===== config.mk =====
export PLATFORM = sky130hd
export DESIGN_NAME = tdm_mrate_tx
export DESIGN_NICKNAME = d
export VERILOG_FILES = /design/src/rtl/tdm_tx_pkg.sv /design/src/rtl/tdm_slot_ctr.sv /design/src/rtl/tdm_tx_lane.sv /design/src/rtl/tdm_mrate_tx.sv
export SDC_FILE = /design/constraint.sdc
export NUM_CORES = 1
export LEC_CHECK = 0
export BUFFER_PORTS_ARGS = -buffer_cell sky130_fd_sc_hd__buf_4
export CAP_MARGIN = 20
export CELL_PAD_IN_SITES_DETAIL_PLACEMENT = 0
export CELL_PAD_IN_SITES_GLOBAL_PLACEMENT = 2
export CORE_MARGIN = 2
export CORE_UTILIZATION = 31
export DETAILED_ROUTE_END_ITERATION = 16
export GPL_TIMING_DRIVEN = 0
export PLACE_DENSITY = 0.88
export SYNTH_ARGS = -nofsm -noshare
export SYNTH_HDL_FRONTEND = slang
export SYNTH_SLANG_ARGS = --single-unit

===== constraint.sdc =====
create_clock -name clk -period 5.25 [get_ports clk]
set_clock_uncertainty 0.15 [all_clocks]
set_input_delay 1.05 -clock clk [delete_from_list [all_inputs] [get_ports clk]]
set_output_delay 1.05 -clock clk [all_outputs]
set_load 0.01 [all_outputs]

===== src/rtl/tdm_tx_pkg.sv =====
package tdm_tx_pkg;
  localparam int unsigned BYTE_W = 8;
  localparam int unsigned CODE_W = 4;
  localparam int unsigned SLOTS_PER_BASE_CH = 64;

  typedef logic [CODE_W-1:0] rate_code_t;

  // legal: upper code bits clear, and in divided mode no faster than ck code
  function automatic logic rate_legal(input rate_code_t code, input logic div, input logic [1:0] ck);
    return (code[3:2] == 2'b00) && (!div || (code[1:0] <= ck));
  endfunction
endpackage


===== src/rtl/tdm_slot_ctr.sv =====
module tdm_slot_ctr #(
  parameter int unsigned CNT_W = 7
) (
  input  logic             clk,
  input  logic             rst_n,
  input  logic             frame_i,
  output logic [CNT_W-1:0] slot_nxt,
  output logic             run_nxt
);
  logic [CNT_W-1:0] slot_q;
  logic             run_q;

  assign slot_nxt = frame_i ? '0 : slot_q + CNT_W'(1);
  assign run_nxt  = run_q | frame_i;

  always_ff @(posedge clk or negedge rst_n) begin
    if (!rst_n) begin
      slot_q <= '0;
      run_q  <= 1'b0;
    end else begin
      slot_q <= slot_nxt;
      run_q  <= run_nxt;
    end
  end
endmodule


===== src/rtl/tdm_tx_lane.sv =====
module tdm_tx_lane #(
  parameter int unsigned CNT_W = 7,
  parameter int unsigned CHW   = 4
) (
  input  logic                            clk,
  input  logic                            rst_n,
  input  logic                            run_nxt,
  input  logic [CNT_W-1:0]                slot_nxt,
  input  logic [1:0]                      rate_nxt,
  input  logic                            legal_nxt,
  output logic                            req_valid,
  output logic [CHW-1:0]                  req_chan,
  input  logic                            rsp_valid,
  input  logic [tdm_tx_pkg::BYTE_W-1:0]   rsp_data,
  input  logic                            rsp_oe,
  output logic                            ser_o,
  output logic                            ser_oe
);
  import tdm_tx_pkg::*;

  logic [CNT_W-1:0]  ch_mask, bit_mask, ch_full;
  logic [2:0]        ch_shift, bit_shift;
  logic              ch_start, bit_start;
  logic [BYTE_W-1:0] sh_q;
  logic              oe_q;

  always_comb begin
    ch_shift  = 3'd6 - {1'b0, rate_nxt};
    bit_shift = 3'd3 - {1'b0, rate_nxt};
    ch_mask   = (CNT_W'(1) << ch_shift) - CNT_W'(1);
    bit_mask  = (CNT_W'(1) << bit_shift) - CNT_W'(1);
    ch_start  = (slot_nxt & ch_mask) == '0;
    bit_start = (slot_nxt & bit_mask) == '0;
    ch_full   = slot_nxt >> ch_shift;
  end

  assign req_valid = run_nxt & legal_nxt & ch_start;
  assign req_chan  = ch_full[CHW-1:0];

  always_ff @(posedge clk or negedge rst_n) begin
    if (!rst_n) begin
      sh_q <= '0;
      oe_q <= 1'b0;
    end else if (req_valid) begin
      sh_q <= rsp_valid ? rsp_data : '0;
      oe_q <= rsp_valid & rsp_oe;
    end else if (!legal_nxt || !run_nxt) begin
      oe_q <= 1'b0;
    end else if (bit_start) begin
      sh_q <= {sh_q[BYTE_W-2:0], 1'b0};
    end
  end

  assign ser_oe = oe_q;
  assign ser_o  = oe_q & sh_q[BYTE_W-1];
endmodule


===== src/rtl/tdm_mrate_tx.sv =====
module tdm_mrate_tx #(
  parameter int unsigned N_STR   = 4,
  parameter int unsigned BASE_CH = 2,
  parameter int unsigned HZ_N    = N_STR / 2,
  localparam int unsigned CNT_W  = $clog2(BASE_CH * tdm_tx_pkg::SLOTS_PER_BASE_CH),
  localparam int unsigned CHW    = $clog2(BASE_CH * 8)
) (
  input  logic                  clk,
  input  logic                  rst_n,
  input  logic                  frame_i,
  input  logic                  div_mode,
  input  logic [1:0]            ckin_code,
  input  logic [4*N_STR-1:0]    rate_cfg,
  output logic [N_STR-1:0]      req_valid,
  output logic [CHW*N_STR-1:0]  req_chan,
  input  logic [N_STR-1:0]      rsp_valid,
  input  logic [8*N_STR-1:0]    rsp_data,
  input  logic [N_STR-1:0]      rsp_oe,
  output logic [N_STR-1:0]      ser_o,
  output logic [N_STR-1:0]      ser_oe,
  output logic [HZ_N-1:0]       hz_o
);
  import tdm_tx_pkg::*;

  logic [4*N_STR-1:0] rate_q, rate_nxt;
  logic               div_q, div_nxt;
  logic [1:0]         ck_q, ck_nxt;
  logic [CNT_W-1:0]   slot_nxt;
  logic               run_nxt;

  // configuration is taken only with the frame pulse
  assign rate_nxt = frame_i ? rate_cfg  : rate_q;
  assign div_nxt  = frame_i ? div_mode  : div_q;
  assign ck_nxt   = frame_i ? ckin_code : ck_q;

  always_ff @(posedge clk or negedge rst_n) begin
    if (!rst_n) begin
      rate_q <= '0;
      div_q  <= 1'b0;
      ck_q   <= 2'd0;
    end else if (frame_i) begin
      rate_q <= rate_cfg;
      div_q  <= div_mode;
      ck_q   <= ckin_code;
    end
  end

  tdm_slot_ctr #(.CNT_W(CNT_W)) ctr_i (
    .clk(clk), .rst_n(rst_n), .frame_i(frame_i),
    .slot_nxt(slot_nxt), .run_nxt(run_nxt)
  );

  for (genvar s = 0; s < N_STR; s++) begin : g_lane
    rate_code_t code_s;
    logic       legal_s;
    assign code_s  = rate_nxt[s*CODE_W +: CODE_W];
    assign legal_s = rate_legal(code_s, div_nxt, ck_nxt);

    tdm_tx_lane #(.CNT_W(CNT_W), .CHW(CHW)) lane_i (
      .clk(clk), .rst_n(rst_n), .run_nxt(run_nxt), .slot_nxt(slot_nxt),
      .rate_nxt(code_s[1:0]), .legal_nxt(legal_s),
      .req_valid(req_valid[s]), .req_chan(req_chan[s*CHW +: CHW]),
      .rsp_valid(rsp_valid[s]), .rsp_data(rsp_data[s*BYTE_W +: BYTE_W]),
      .rsp_oe(rsp_oe[s]), .ser_o(ser_o[s]), .ser_oe(ser_oe[s])
    );
  end

  for (genvar h = 0; h < HZ_N; h++) begin : g_hz
    assign hz_o[h] = ~ser_oe[h];
  end
endmodule


Yosys cells after proc, flatten, opt, wreduce, memory -nomap -nowiden:

Cells that the tools add are included.

* register bits after elaboration: 63
* output and inout port bits: 30
* word-level logic and storage cells: 147

* add/subtract/negate cells: 17
* magnitude comparators: 4
* equal/unequal tests: 4
* shifts and indexed selects: 12
* muxes and demuxes: 28
* bitwise operators: 27
* reductions and logical operators: 42

Operators with widths (count)
* 8-bit 2-to-1 mux: 16
* 7-bit AND: 8
* 7-bit logical NOT: 8
* 1-bit by 3-bit << shifter with 7-bit output (first input constant): 8
* 7-bit by 2-bit subtractor with 7-bit output (second input constant): 8
* 7-bit by 3-bit right shift with 4-bit output: 4
* 1-bit AND: 16
* 16-bit 2-to-1 mux: 1
* 2-bit nonzero test: 8
* 2-bit by 2-bit subtractor with 3-bit output (first input constant): 4
* 3-bit by 2-bit subtractor with 3-bit output (first input constant): 4
* 1-bit 2-to-1 mux: 9
* 2-bit less-or-equal comparator: 4
* 2-bit logical NOT: 4
* 1-bit logical OR: 8
* 2-bit by 1-bit inequality test with 1-bit output (second input constant): 4
* 2-bit AND reduction: 4
* 7-bit by 1-bit adder with 7-bit output (second input constant): 1
* 7-bit 2-to-1 mux: 1
* 1-bit logical NOT: 6
* 1-bit logical AND: 4
* 2-bit 2-to-1 mux: 1
* 1-bit inverter: 2
* 1-bit bitwise OR: 1

Longest topological paths before layout:

* depth after elaboration: 9
* mapped depth: 18

Cells and area by module:

Synthesis repeated with hierarchy kept, for this count alone.

* cell total of the unflattened synthesis: 507
* area total of the unflattened synthesis: 4857.2 µm²

By module, submodules not included
* tdm_tx_lane: times used 4, cells each 101, area each 887.1 µm²
* tdm_mrate_tx: times used 1, cells each 72, area each 965.9 µm²
* tdm_slot_ctr: times used 1, cells each 31, area each 342.8 µm²

Worst setup path after synthesis:

No wires, ideal clock.

* path kind: input to output
* start point: input frame_i
* end point: output req_valid[0]
* arrival: 4.454 ns
* required time: 4.050 ns
* slack: -0.404 ns
* cell stages on the path: 17
* path buffers: 7
* path through: buf_4 buf_2 buf_2 buf_1 mux2i_1 inv_1 ha_1 clkbuf_1 clkbuf_1 nand2_1 ha_1 inv_1 a21oi_1 o22ai_1 nor4_4 and2_1 buf_4

* word-level cells in the longest chain between the ends: 7

RTL lines
* from (decl): line tdm_mrate_tx.sv:10 `input logic frame_i,`
* 16-bit 2-to-1 mux (*)
* via g_lane[0].lane_i.rate_nxt[1]: line tdm_tx_lane.sv:9 `input logic [1:0] rate_nxt,`
* 3-bit by 2-bit subtractor with 3-bit output: line tdm_tx_lane.sv:28 `ch_shift = 3'd6 - {1'b0, rate_nxt};`
* 1-bit by 3-bit << shifter with 7-bit output: line tdm_tx_lane.sv:30 `ch_mask = (CNT_W'(1) << ch_shift) - CNT_W'(1);`
* 7-bit by 2-bit subtractor with 7-bit output: line tdm_tx_lane.sv:30
* 7-bit AND: line tdm_tx_lane.sv:32 `ch_start = (slot_nxt & ch_mask) == '0;`
* 7-bit logical NOT: line tdm_tx_lane.sv:32
* 1-bit AND (*): line tdm_tx_lane.sv:37 `assign req_valid = run_nxt & legal_nxt & ch_start;`
* to (decl): line tdm_mrate_tx.sv:14 `output logic [N_STR-1:0] req_valid,`

Mark *: on every way through the listed nets, which the timed path passes. The rest lies on a longest branch.

Worst setup path in the final report:

* start point: input frame_i
* end point: output req_valid[1]

* word-level cells in the longest chain between the ends: 7

RTL lines (line)
* 16-bit 2-to-1 mux (*)
* via g_lane[1].lane_i.rate_nxt[1]: tdm_tx_lane.sv:9
* 3-bit by 2-bit subtractor with 3-bit output: tdm_tx_lane.sv:28
* 1-bit by 3-bit << shifter with 7-bit output: tdm_tx_lane.sv:30
* 7-bit by 2-bit subtractor with 7-bit output: tdm_tx_lane.sv:30
* 7-bit AND: tdm_tx_lane.sv:32
* 7-bit logical NOT: tdm_tx_lane.sv:32
* 1-bit AND (*): tdm_tx_lane.sv:37

Marked as above.

==> summary.md <==
| Metric | Value |
|---|---|
| RSZ-0062 raised after global routing | no |
| Unique cell type count in the Yosys netlist | a little over 80 |
| Relative slew slack | 43.8% |
| LEAKAGE | 2.88 nW |
| CTS tree | built |
| Slew Viols, Final | 0 |
| Placement Setup Slack | -1310 ps |
| Kind of critical path | input port to output pin |
| Die X | ~130 um |
| Vias | around 4700 |
| Hold Path Depth | 1 |
| Cells after Synth | 551 |
| Worst Max-Slew Pin Slew | around 840 ps |
| Detailed-route DRC error count | 0 |
| PnR worst setup slack | between 150 and 200 ps |
| Hold Buf Count CTS | 0 |
| IO Pins | between 90 and 100 |
| Synth warnings | 0 |
| Placed Cells | around 860 |
| Worst Path Max Fanout | 10 |
| Number of inserted diodes | 0 |
| Root buffer cell | clkbuf_16 |
| Total CTS buffers | 9 |
| Routed WL per cell | 17.2 um |
| PwrDens | 266 nW/um2 |
| Syn avg cell area | 9.21 um2 |
| Drt first pass iters | 5 |
| Final Critical Period | between 5000 and 6000 ps |
| All-layer global routing usage | between 15 and 20% |
| Max Buffers Root-to-Sink | 2 |
| Layout cell share with drive strength beyond 1 | 32.1% |
| Register-to-Register Path Depth | 14 |
| Initial antenna violation count | 0 |
| CP required | ~4000 ps |
| Setup Viol. Count Final | 0 |
| Tcrit/Tclk final | 97.0% |
| Initial Utilization | 31.8% |
| Synth async-reset ratio | 100% |
| Area grow syn2layout | 30.9% |
| Vias in the first global route | 4685 |
| Skew-Pair Late Insertion Delay | between 300 and 400 ps |
| Routed WL | between 15000 and 20000 um |
| Reg clk slew, reported paths | 50 ps |
| GRT overflow | 0 |
| Die ar. | 17400 um2 |
| Critical path endpoint category | output pin |
| Layout Nets | about 760 |
| Post-synthesis sequential area ratio | 31.1% |
| Top_reg_cell synth | dfrtp_1 |
| Hold Vio Cnt, Final | 0 |
| CTS H-tree depth | 3 |
| Syn_nets | 650 |
| Core area | roughly 16000 um2 |
| Netlist Area Pre-Place | 5070 um2 |
| Max Clk Rate | 0.196 GHz |
| Number of flops mapped to enable cells by yosys | 0 |
| Remaining antenna violation count after routing | 0 |
| Largest net degree at the start of global routing | 64 |
| Critical Path Source Type | input port |
| Outcome | finished, final reports clean |
| # port buffers | 90 |
| Std cell rows | 46 |
| Sink Count | 63 |
| Max-cap violations | 0 |
| First-pass GRT wire length | 24200 um |
| Final Instance Count excl. Fillers | 880 |
| CP arrival | 3890 ps |
| DP Wirelength | 11100 um |
| Routability Congestion | 0.946 |
| #FFs+latches synth | 63 |
| Worst hold-check path type | flip-flop to flip-flop |
| Fill count | 1599 |
| 1st-iter DRT viols | 242 |
| Die Span Y | 132 um |
| Worst VDD drop | 139 uV |
| Vias per cell | 5.30 |
## through the flow
stage	total power, W	utilization (%)	hold slack [ps]	setup TNS, ps	instance area, um2
after detailed placement	0.00111	37.8	308	-18830	6020
after floorplan	0.000943	-	291	-105	5080
after CTS	0.00177	41.1	321	0	6550
after global placement	0.00109	37.8	304	-15090	6020
after global routing	0.00187	41.6	349	0	6640
final	0.00176	41.6	319	0	6640
## report_power, final
part / leakage, nW / switching (W) / total (W) / internal [W]
clock: 0.156 / 0.000212 / 0.000617 / 0.000405
combinational: 1.92 / 0.000279 / 0.000526 / 0.000247
sequential: 0.803 / 0.0000506 / 0.000620 / 0.000570
total: 2.88 / 0.000542 / 0.00176 / 0.00122
## worst paths after layout
path,startpoint,endpoint,slack [ps]
max,frame_i,req_valid[1],160
min,ctr_i.run_q,ctr_i.run_q,320
max reg2reg,rate_q[12],g_lane[3].lane_i.sh_q[3],1700
min reg2reg,ctr_i.run_q,ctr_i.run_q,320
max in group asynchronous,rst_n,g_lane[2].lane_i.sh_q[2],3720
min in group asynchronous,rst_n,g_lane[3].lane_i.ser_oe,670
## state kept, by name (all words and copies together), names as in the netlist
| signal | cells |
|---|---|
| ck_q | 2 |
| ctr_i.run_q | 1 |
| ctr_i.slot_q | 7 |
| div_q | 1 |
| g_lane.lane_i.ser_oe | 4 |
| g_lane.lane_i.sh_q | 32 |
| rate_q | 16 |
## what timing repair did
action / CTS / global route
gates cloned: 0 / 0
setup endpoints to repair: 31 / 4
setup buffers: 4 / 8
pin swaps: 1 / 0
resized for setup: 46 / 8
## worst max-delay path: stages
cell and delay (ps):
buf_4 140, buf_12 150, buf_12 150, mux2i_4 210, inv_2 150, ha_4 200, clkbuf_2 220, nand2_1 90
ha_1 290, inv_1 40, a21oi_1 200, a31oi_1 160, a211o_1 340, nor3_2 230, buf_4 150, buf_4 100
## cell usage after synthesis (4+ instances only)
| master | number | area share (%) |
|---|---|---|
| nand4_1 | 8 | 0.99 |
| buf_2 | 8 | 0.79 |
| o211ai_1 | 7 | 1.0 |
| a21oi_1 | 24 | 2.4 |
| inv_1 | 43 | 3.2 |
| mux2_2 | 14 | 3.1 |
| nand3_1 | 4 | 0.39 |
| nand2_1 | 50 | 3.7 |
| dfrtp_1 | 63 | 31 |
| nor2_1 | 22 | 1.6 |
| xor2_1 | 4 | 0.69 |
| a211oi_1 | 16 | 2.4 |
| nor2b_1 | 9 | 1.1 |
| o21ai_0 | 28 | 2.8 |
| o22ai_1 | 5 | 0.62 |
| nor3_1 | 20 | 2.0 |
| nand2b_1 | 9 | 1.1 |
| a221o_1 | 25 | 4.9 |
| nor3b_1 | 10 | 1.5 |
| buf_4 | 16 | 2.4 |
| and2_1 | 10 | 1.2 |
| ha_1 | 37 | 9.1 |
| clkbuf_1 | 9 | 0.67 |
| a31oi_1 | 4 | 0.49 |
| mux2i_1 | 18 | 3.6 |
| o221ai_1 | 4 | 0.69 |
## final cells by class
| type | count | area, um2 | area share [%] |
|---|---|---|---|
| multi-input cells | 404 | 3250 | 49.0 |
| clock buffers | 13 | 270 | 4.07 |
| inverters | 46 | 178 | 2.68 |
| flip-flops and latches | 63 | 1580 | 23.7 |
| repair buffers | 102 | 778 | 11.7 |
| plain buffers | 33 | 274 | 4.13 |
| well taps | 216 | 270 | 4.07 |
| clock inverters | 3 | 40.0 | 0.603 |
## logic make-up after synthesis
family	Yosys count	share of synthesized area, %
adder cells (fa/ha/maj)	37	9.13
XOR/XNOR	8	1.53
flip-flops	63	31.1
AND/OR/NAND/NOR	157	16.6
multiplexers	34	7.38
AO/OA/AOI/OAI	168	26.3
buffers and inverters	84	8.02
## per-layer routing
metal	share of wire [%]	track usage (%)
met4	1.7	6.34
met1	46	23.5
met5	0	0
met3	4.7	3.00
met2	47	27.8
## placed cells by master (no fill, tap or decap), drive strengths merged, types with 4 or more instances in the layout
master,instances
ha,37
o221ai,4
a31oi,6
a211oi,18
a2111oi,4
clkbuf,17
o21ai,30
mux2,14
nor3,21
mux2i,19
buf,131
a21oi,25
nor2,22
and2,10
o211ai,7
xnor2,4
nand2b,9
xor2,4
nor3b,10
nand2,51
inv,46
nand4,8
nand3,4
a221o,25
a21boi,4
dfrtp,63
o22ai,6
nor2b,9
No activity file was read; power rests on OpenSTA's default activity.
